`src/rtl/brx_pkg.sv`:
```
package brx_pkg;
   typedef enum logic {
      LINK_QUIET = 1'b0,
      LINK_BUSY  = 1'b1
   } link_state_t;

   localparam int unsigned CMP_POS  = 0;
   localparam int unsigned CMP_NEG  = 1;
   localparam int unsigned CMP_ONE  = 2;
   localparam int unsigned CMP_ZERO = 3;
   localparam int unsigned CMP_W    = 4;
endpackage

```
`src/rtl/brx_sync.sv`:
```
module brx_sync #(
   parameter int unsigned WIDTH  = 4,
   parameter int unsigned STAGES = 2
) (
   input  logic             clk,
   input  logic             rst_n,
   input  logic [WIDTH-1:0] async_in,
   output logic [WIDTH-1:0] sync_out
);
   initial begin
      assert (WIDTH >= 1) else $error("brx_sync: WIDTH must be at least 1");
   end

   generate
      if (STAGES == 0) begin : g_bypass
         assign sync_out = async_in;
      end else begin : g_chain
         logic [WIDTH-1:0] stage_q [STAGES];
         for (genvar s = 0; s < STAGES; s++) begin : g_stage
            always_ff @(posedge clk or negedge rst_n) begin
               if (!rst_n) begin
                  stage_q[s] <= '0;
               end else begin
                  if (s == 0) stage_q[s] <= async_in;
                  else        stage_q[s] <= stage_q[(s == 0) ? 0 : s-1];
               end
            end
         end
         assign sync_out = stage_q[STAGES-1];
      end
   endgenerate
endmodule

```
`src/rtl/brx_qual_timer.sv`:
```
module brx_qual_timer #(
   parameter int unsigned LIMIT = 10
) (
   input  logic clk,
   input  logic rst_n,
   input  logic hold_off,
   input  logic cond,
   output logic expired
);
   localparam int unsigned CW = (LIMIT > 1) ? $clog2(LIMIT) : 1;
   localparam logic [CW-1:0] LAST = CW'(LIMIT - 1);

   initial begin
      assert (LIMIT >= 1) else $error("brx_qual_timer: LIMIT must be at least 1");
   end

   logic [CW-1:0] run_q;

   assign expired = cond && !hold_off && (run_q == LAST);

   always_ff @(posedge clk or negedge rst_n) begin
      if (!rst_n) begin
         run_q <= '0;
      end else if (hold_off || !cond || expired) begin
         run_q <= '0;
      end else begin
         run_q <= run_q + 1'b1;
      end
   end

   // the run counter never passes its terminal value
   p_run_range_r2: assert property (@(posedge clk) disable iff (!rst_n)
      run_q <= LAST)
      else $error("run counter out of range");

   // a dropped condition restarts the count
   p_restart_r4: assert property (@(posedge clk) disable iff (!rst_n)
      !cond |=> run_q == '0)
      else $error("run counter did not restart");
endmodule

```
`src/rtl/brx_data_path.sv`:
```
module brx_data_path (
   input  logic clk,
   input  logic rst_n,
   input  logic busy_next,
   input  logic lvl_one,
   input  logic lvl_zero,
   output logic rx_q
);
   always_ff @(posedge clk or negedge rst_n) begin
      if (!rst_n) begin
         rx_q <= 1'b1;
      end else if (!busy_next) begin
         rx_q <= 1'b1;
      end else if (lvl_one) begin
         rx_q <= 1'b1;
      end else if (lvl_zero) begin
         rx_q <= 1'b0;
      end
   end

   // between the data levels the output is kept
   p_hold_r6: assert property (@(posedge clk) disable iff (!rst_n)
      (busy_next && !lvl_one && !lvl_zero && $past(busy_next)) |=> $stable(rx_q))
      else $error("receive level not held in band");
endmodule

```
`src/rtl/bus_rx_qualifier.sv`:
```
module bus_rx_qualifier
   import brx_pkg::*;
#(
   parameter int unsigned SYNC_STAGES = 2,
   parameter int unsigned ACT_CYCLES  = 15,
   parameter int unsigned IDLE_CYCLES = 10
) (
   input  logic clk,
   input  logic rst_n,
   input  logic op_normal,
   input  logic cmp_pos_act,
   input  logic cmp_neg_act,
   input  logic cmp_one,
   input  logic cmp_zero,
   output logic rx_data,
   output logic bus_busy
);
   initial begin
      assert (ACT_CYCLES >= 1)  else $error("ACT_CYCLES must be at least 1");
      assert (IDLE_CYCLES >= 1) else $error("IDLE_CYCLES must be at least 1");
   end

   logic [CMP_W-1:0] cmp_raw;
   logic [CMP_W-1:0] cmp_s;
   logic             act_s;
   logic             go_busy;
   logic             go_quiet;
   link_state_t      state_q;
   link_state_t      state_d;

   assign cmp_raw[CMP_POS]  = cmp_pos_act;
   assign cmp_raw[CMP_NEG]  = cmp_neg_act;
   assign cmp_raw[CMP_ONE]  = cmp_one;
   assign cmp_raw[CMP_ZERO] = cmp_zero;

   brx_sync #(.WIDTH(CMP_W), .STAGES(SYNC_STAGES)) u_sync (
      .clk      (clk),
      .rst_n    (rst_n),
      .async_in (cmp_raw),
      .sync_out (cmp_s)
   );

   assign act_s = cmp_s[CMP_POS] | cmp_s[CMP_NEG];

   brx_qual_timer #(.LIMIT(ACT_CYCLES)) u_act_timer (
      .clk      (clk),
      .rst_n    (rst_n),
      .hold_off (!op_normal || (state_q == LINK_BUSY)),
      .cond     (act_s),
      .expired  (go_busy)
   );

   brx_qual_timer #(.LIMIT(IDLE_CYCLES)) u_idle_timer (
      .clk      (clk),
      .rst_n    (rst_n),
      .hold_off (!op_normal || (state_q == LINK_QUIET)),
      .cond     (!act_s),
      .expired  (go_quiet)
   );

   always_comb begin
      state_d = state_q;
      if (!op_normal) begin
         state_d = LINK_QUIET;
      end else if (state_q == LINK_QUIET && go_busy) begin
         state_d = LINK_BUSY;
      end else if (state_q == LINK_BUSY && go_quiet) begin
         state_d = LINK_QUIET;
      end
   end

   always_ff @(posedge clk or negedge rst_n) begin
      if (!rst_n) state_q <= LINK_QUIET;
      else        state_q <= state_d;
   end

   brx_data_path u_data (
      .clk       (clk),
      .rst_n     (rst_n),
      .busy_next (state_d == LINK_BUSY),
      .lvl_one   (cmp_s[CMP_ONE]),
      .lvl_zero  (cmp_s[CMP_ZERO]),
      .rx_q      (rx_data)
   );

   assign bus_busy = (state_q == LINK_BUSY);

   // receive line parked high whenever the bus is idle
   p_idle_high_r3: assert property (@(posedge clk) disable iff (!rst_n)
      !bus_busy |-> rx_data)
      else $error("rx_data low while idle");

   // becoming busy needs a qualifying activity flag
   p_busy_cause_r1: assert property (@(posedge clk) disable iff (!rst_n)
      $rose(bus_busy) |-> $past(act_s))
      else $error("busy without activity");

   // returning to idle needs a quiet bus (in operating mode)
   p_quiet_cause_r3: assert property (@(posedge clk) disable iff (!rst_n)
      ($fell(bus_busy) && $past(op_normal)) |-> !$past(act_s))
      else $error("idle while bus active");

   // mode low parks the outputs on the next edge
   p_mode_park_r7: assert property (@(posedge clk) disable iff (!rst_n)
      !op_normal |=> (rx_data && !bus_busy))
      else $error("outputs not parked outside operating mode");

   // logic-one level drives the line high while busy
   p_one_r5: assert property (@(posedge clk) disable iff (!rst_n)
      (bus_busy && op_normal && act_s && cmp_s[CMP_ONE]) |=> rx_data)
      else $error("logic one not reproduced");

   // logic-zero level drives the line low while busy
   p_zero_r5: assert property (@(posedge clk) disable iff (!rst_n)
      (bus_busy && op_normal && act_s && cmp_s[CMP_ZERO] && !cmp_s[CMP_ONE]) |=> !rx_data)
      else $error("logic zero not reproduced");
endmodule

```
`config.mk`:
```
export PLATFORM = sky130hd
export DESIGN_NAME = bus_rx_qualifier
export DESIGN_NICKNAME = d
export VERILOG_FILES = /design/src/rtl/brx_pkg.sv /design/src/rtl/brx_sync.sv /design/src/rtl/brx_qual_timer.sv /design/src/rtl/brx_data_path.sv /design/src/rtl/bus_rx_qualifier.sv
export SDC_FILE = /design/constraint.sdc
export NUM_CORES = 1
export LEC_CHECK = 0
export ABC_AREA = 1
export BUFFER_PORTS_ARGS = -buffer_cell sky130_fd_sc_hd__buf_2
export CAP_MARGIN = 40
export CORE_UTILIZATION = 52
export CTS_CLUSTER_SIZE = 8
export DETAILED_ROUTE_END_ITERATION = 8
export PLACE_DENSITY_LB_ADDON = 0.25
export SLEW_MARGIN = 20
export SYNTH_ARGS = -nofsm -noshare
export SYNTH_HDL_FRONTEND = slang
export SYNTH_SLANG_ARGS = --single-unit
```
`constraint.sdc`:
```
create_clock -name clk -period 1.1 [get_ports clk]
set_input_delay 0.22 -clock clk [delete_from_list [all_inputs] [get_ports clk]]
set_output_delay 0.22 -clock clk [all_outputs]
set_load 0.01 [all_outputs]
```
==> flow_metrics.env, run 1 <==
export IMPL_overflow=0
export IMPL_syn_cell_area_um2=699
export IMPL_status="finished with violations"
export IMPL_crit_required_ps=880
export IMPL_slew_headroom=0.744
export IMPL_holdWs_ps=31.3
export IMPL_io_pins=9
export IMPL_synth_xor_area_frac=0.0501
export IMPL_drc_errors=0
export IMPL_nets=91
export IMPL_grt_use_total=0.177
export IMPL_ant_nets=0
export IMPL_drive_gt1_frac=0.329
export IMPL_synth_area_leaders="dfrtp_1 (61%), ha_1 (7.2%), nor2_1 (6.4%), dfstp_2 (3.8%), inv_1 (3.8%)"
export IMPL_routedWlPerCell_um=10.2
export IMPL_r2r_end="bus_busy"
export IMPL_seqPwrFrac=0.642
export IMPL_root_buffer="clkbuf_4"
export IMPL_hold_depth=1
export IMPL_nFillCells=78
export IMPL_crit_family="flip-flops"
export IMPL_synth_nets=74
export IMPL_ir_worst_vdd_mv=0.766
export IMPL_yosysMostFrequentCell="dfrtp_1"
export IMPL_yosys_warnings=0
export IMPL_drv_cap=0
export IMPL_antenna_found_initial=0
export IMPL_crit_arrival_ps=950
export IMPL_setup_viol=1
export IMPL_clock_latency_ps=290
export IMPL_pwr_share_comb=0.055
export IMPL_placed_cell_area_um2=757
export IMPL_crit_buf_inv=1
export IMPL_multi_input_area_um2=239
export IMPL_regToRegStartpoint="u_act_timer.run_q[0]"
export IMPL_synth_edf_count=0
export IMPL_min_to="u_sync.g_chain.stage_q[5]"
export IMPL_critical_path_max_stage_delay_ps=560
export IMPL_clk_pin_slew_ps=90
export IMPL_cts_tree="done"
export IMPL_area_growth_pct=21.1
export IMPL_synthMuxAreaShare=0
export IMPL_violations="negative setup slack"
export IMPL_hold_path_class="in2reg"
export IMPL_power_density_nw_per_um2=1270
export IMPL_path_cells="buf_6"
export IMPL_grt_pass1_wl_mm=1.59
export IMPL_synth_adder_area_share=0.0716
export IMPL_yosys_area_share_simple=0.157
export IMPL_synth_area_leader_cell="dfrtp_1"
export IMPL_finish_instance_area_um2=847
export IMPL_ys_flop_type="dfrtp_1"
export IMPL_cts_buffers=3
export IMPL_fin_skew_ps=1.24
export IMPL_reg2reg_slack_ps=30
export IMPL_core_um2=1170
export IMPL_hold_violations=0
export IMPL_crit_cells=1
export IMPL_cts_path_max_buffers=2
export IMPL_cts_sinks=18
export IMPL_yosys_top_cells_count="dfrtp_1 (17), nor2_1 (12), inv_1 (7), nand2_1 (6), nand3_1 (5)"
export IMPL_slowest_stage="dfstp_2"
export IMPL_chipHeight_um=38.7
export IMPL_switching_share=0.213
export IMPL_synth_seq_cells=18
export IMPL_seqCellArea_um2=452
export IMPL_async_flop_share=1.00
export IMPL_power_leakage_nw=0.404
export IMPL_via_per_inst=4.68
export IMPL_drt_pass1_iter_count=3
export IMPL_vias=435
export IMPL_post_route_period_util=1.06
export IMPL_synth_compound_area_frac=0.0268
export IMPL_drt_wl_total_um=952
export IMPL_syn_inst=63
export IMPL_fin_crit_ps=1170
export IMPL_grt_max_degree=19
export IMPL_dieWidth_um=38.7
export IMPL_ys_types=16
export IMPL_syn_area_per_cell_um2=11.1
export IMPL_synth_top_family_by_area="simple AND/OR/NAND/NOR gates"
export IMPL_initial_core_util=0.597
export IMPL_cts_htree_levels=1
export IMPL_hp_start="cmp_neg_act"
export IMPL_place_ws_ps=0.799
export IMPL_grt_pass1_vias=406
export IMPL_dr_first_iter_drc_count=1
export IMPL_num_antenna_cells=0
export IMPL_port_buffers=8
export IMPL_critPathCaptureType="output pin"
export IMPL_final_core_util=0.723
export IMPL_synth_top_area_frac=0.608
export IMPL_maxSlewViolCount=0
export IMPL_fmax_mhz=857
export IMPL_p_sw_uw=230
export IMPL_die_area_um2=1500
export IMPL_critical_path_class="reg2out"
export IMPL_yosysSeqAreaShare=0.646
export IMPL_crit_fanout=2
export IMPL_worst_slew_pin_slew_ps=384
export IMPL_clockPowerShare=0.303
export IMPL_intPower_uw=849
export IMPL_place_gp_congestion=0.675
export IMPL_rsz0062_at_grt="yes"
export IMPL_reg2regPathDepth=8
export IMPL_cp_start_kind="register"
export IMPL_finalPower_mw=1.08
export IMPL_std_cell_rows=12
export IMPL_fin_ws_ps=-66.2
==> layer usage <==
layer | track usage | vias up | routed length (µm)
met5 | 0 | - | 0
met4 | 0.155 | 0 | 23
met3 | 0.0520 | 4 | 39
met2 | 0.258 | 11 | 440
met1 | 0.209 | 198 | 448
li1 | - | 222 | -
==> sequential cells by signal (all words and copies together), names as in the netlist <==
signal,cells
u_sync.sync_out,4
u_sync.g_chain.stage_q,4
u_act_timer.run_q,4
u_idle_timer.run_q,4
u_data.rx_q,1
bus_busy,1
==> cells by family (layout without fill, tap and decap cells) <==
family | after synthesis | in the layout
adders and majority gates | 4 | 4
and+or+nand+nor | 25 | 25
DFF | 18 | 18
buffers and inverters | 9 | 25
AOI/OAI and AO/OA | 3 | 3
xor gates and xnor gates | 4 | 4
==> timing repair <==
item,4_1_cts,5_1_grt
setup endpoints to repair,6,8
gates resized for setup,2,6
pin swaps,0,4
hold endpoints to repair,17,0
buffers inserted,1,2
hold buffers,1,0
==> final cells by class <==
class | instances | area share
multi-input combinational | 36 | 0.282
inverter | 9 | 0.0399
sequential | 18 | 0.533
tap | 14 | 0.0207
clock buffer | 4 | 0.0310
timing repair buffer | 12 | 0.0931
==> metrics by stage <==
step                setup TNS (ps)  std cells
finish                       -66.2         93
global route                  -225         93
global placement                 0         85
detailed placement               0         85
CTS                          -82.8         91
floorplan                        0         63
==> power by group through the flow <==
stage	clock, mW	combinational (mW)	sequential [mW]
6_report	0.327	0.0599	0.693
2_1_floorplan	0	0.0227	0.705
3_5_place_dp	0	0.0507	0.707
5_1_grt	0.366	0.0688	0.695
4_1_cts	0.342	0.0591	0.693
3_3_place_gp	0	0.0487	0.706
==> cells in the final DEF (no fill, tap or decap), types with 2 or more instances in the layout <==
master / Yosys / layout
buf_4: 0 / 3
nand3_1: 5 / 2
xnor2_1: 2 / 2
xor2_1: 2 / 2
dfrtp_1: 17 / 17
buf_2: 0 / 7
nand2_2: 0 / 2
nor2_1: 12 / 11
nand3_2: 0 / 3
nand2_1: 6 / 4
ha_1: 4 / 3
clkbuf_4: 0 / 3
nor2_2: 1 / 2
inv_1: 7 / 7
==> worst max-delay path by stage <==
stage | from | endpoint
after floorplan | u_act_timer.run_q[0] | bus_busy
after CTS | u_data.rx_q | rx_data
after detailed placement | u_act_timer.run_q[0] | u_data.rx_q
after global routing | u_data.rx_q | rx_data
final | u_data.rx_q | rx_data
after global placement | u_act_timer.run_q[0] | bus_busy
(Power assumes the default switching activity.)
==> run 2, diff against run 1 <==
--- a/config.mk
+++ b/config.mk
@@ -8,7 +8,7 @@
 export ABC_AREA = 1
 export BUFFER_PORTS_ARGS = -buffer_cell sky130_fd_sc_hd__buf_2
 export CAP_MARGIN = 40
-export CORE_UTILIZATION = 52
+export CORE_UTILIZATION = 41
 export CTS_CLUSTER_SIZE = 8
 export DETAILED_ROUTE_END_ITERATION = 8
 export PLACE_DENSITY_LB_ADDON = 0.25
==> run 2 against run 1 <==
The run still ends with negative setup slack left. First-iteration DRC count increased to 3.0 times the previous value. Final area grew 1.2%. Largest cell class unchanged. Largest power group unchanged. Register-to-register slack barely moved. Combinational power down 1%.
==> flow_metrics.env, run 2 (synthesis gave the netlist of run 1 again) <==
export IMPL_initial_core_util=0.454
export IMPL_violations="negative setup slack"
export IMPL_cp_start_kind="register"
export IMPL_io_pins=9
export IMPL_cts_htree_levels=1
export IMPL_cts_path_max_buffers=2
export IMPL_hold_violations=0
export IMPL_critical_path_class="reg2out"
export IMPL_fin_skew_ps=5.89
export IMPL_grt_max_degree=19
export IMPL_rsz0062_at_grt="yes"
export IMPL_slew_headroom=0.740
export IMPL_ant_nets=0
export IMPL_seqPwrFrac=0.607
export IMPL_grt_pass1_vias=382
export IMPL_worst_slew_pin_slew_ps=390
export IMPL_fmax_mhz=867
export IMPL_drc_errors=0
export IMPL_dieWidth_um=43.3
export IMPL_ir_worst_vdd_mv=1.08
export IMPL_dr_first_iter_drc_count=3
export IMPL_drt_pass1_iter_count=2
export IMPL_clk_pin_slew_ps=100
export IMPL_fin_ws_ps=-53.6
export IMPL_power_leakage_nw=0.411
export IMPL_fin_cells=95
export IMPL_antenna_found_initial=0
export IMPL_crit_buf_inv=1
export IMPL_routedWlPerCell_um=10.1
export IMPL_mostFrequentLayoutCells="dfrtp_1 (17), nor2_1 (12), inv_1 (7), buf_2 (7), nand2_1 (4)"
export IMPL_hold_path_class="in2reg"
export IMPL_critPathCaptureType="output pin"
export IMPL_crit_arrival_ps=930
export IMPL_fin_crit_ps=1150
export IMPL_status="finished with violations"
export IMPL_clockPowerShare=0.341
export IMPL_cts_tree="done"
export IMPL_die_area_um2=1870
export IMPL_drt_wl_total_um=959
export IMPL_dp_hpwl_um=679
export IMPL_drv_cap=0
export IMPL_post_route_period_util=1.05
export IMPL_path_cells="buf_6"
export IMPL_holdWs_ps=36.9
export IMPL_vias=430
export IMPL_place_gp_congestion=0.743
export IMPL_root_buffer="clkbuf_4"
export IMPL_clock_latency_ps=290
export IMPL_area_growth_pct=22.5
export IMPL_slowest_stage="dfstp_2"
export IMPL_core_um2=1540
export IMPL_crit_family="flip-flops"
export IMPL_chipHeight_um=43.3
export IMPL_intPower_uw=910
export IMPL_cts_sinks=18
export IMPL_cts_buffers=3
export IMPL_nets=91
export IMPL_crit_fanout=2
export IMPL_via_per_inst=4.53
export IMPL_power_density_nw_per_um2=1330
export IMPL_grt_use_total=0.122
export IMPL_dp_cells=87
export IMPL_maxSlewViolCount=0
export IMPL_std_cell_rows=14
export IMPL_pwr_share_comb=0.052
export IMPL_reg2reg_slack_ps=30
export IMPL_crit_required_ps=880
export IMPL_critical_path_max_stage_delay_ps=550
export IMPL_p_sw_uw=233
export IMPL_overflow=0
export IMPL_final_common_cell="dfrtp_1"
export IMPL_num_antenna_cells=0
export IMPL_port_buffers=8
export IMPL_setup_viol=1
export IMPL_grt_pass1_wl_mm=1.60
export IMPL_switching_share=0.204
export IMPL_drive_gt1_frac=0.329
run 2: cell counts in the layout (fill, tap and decap cells not counted):
Identical to the previous run, type by type.
run 2: routing by layer:
layer / track usage / routed length [µm] / vias up
li1: - / - / 224
met1: 0.164 / 480 / 197
met2: 0.182 / 429 / 9
met3: 0.0766 / 50 / 0
met4: 0 / 0 / 0
met5: 0 / 0 / -
run 2: final cells by class:
| class | instances | area (µm²) |
|---|---|---|
| Sequential cell | 18 | 452 |
| Inverter | 9 | 33.8 |
| Tap cell | 16 | 20.0 |
| Fill cell | 133 | 684 |
| Multi-Input combinational cell | 36 | 236 |
| Clock buffer | 4 | 36.3 |
| Timing Repair Buffer | 12 | 78.8 |
run 2: worst paths after layout:
path,start,to,cells past startpoint
setup / recovery,u_data.rx_q,rx_data,1
hold / removal,cmp_one,u_sync.g_chain.stage_q[6],1
setup reg to reg,u_act_timer.run_q[0],bus_busy,8
hold reg to reg,u_sync.g_chain.stage_q[5],u_sync.sync_out[1],0
max in group asynchronous,rst_n,u_data.rx_q,2
min in group asynchronous,rst_n,u_idle_timer.run_q[2],2
run 2: power by group through the flow:
stage / registers (mW) / clock network, mW / logic (mW)
4_1_cts: 0.694 / 0.410 / 0.0590
6_report: 0.693 / 0.390 / 0.0593
3_3_place_gp: 0.706 / 0 / 0.0498
3_5_place_dp: 0.708 / 0 / 0.0503
2_1_floorplan: 0.705 / 0 / 0.0227
5_1_grt: 0.696 / 0.440 / 0.0715
run 2: timing repair:
item / 4_1_cts / 5_1_grt
setup endpoints to repair: 5 / 8
hold buffers: 1 / 0
resized for setup: 3 / 4
cloned: 0 / 0
endpoints found under the hold margin: 17 / 0
setup buffers: 1 / 2
run 2: stage by stage:
stage	total power, mW	TNS, ps	instance area, µm²	util	worst slack, ps
after floorplan	0.728	0	699	-	94.2
after global placement	0.756	0	759	0.493	19.5
after detailed placement	0.758	0	759	0.493	9.41
after CTS	1.16	-66.8	830	0.538	-66.8
after global routing	1.21	-400	857	0.556	-98.0
final	1.14	-53.6	857	0.556	-53.6
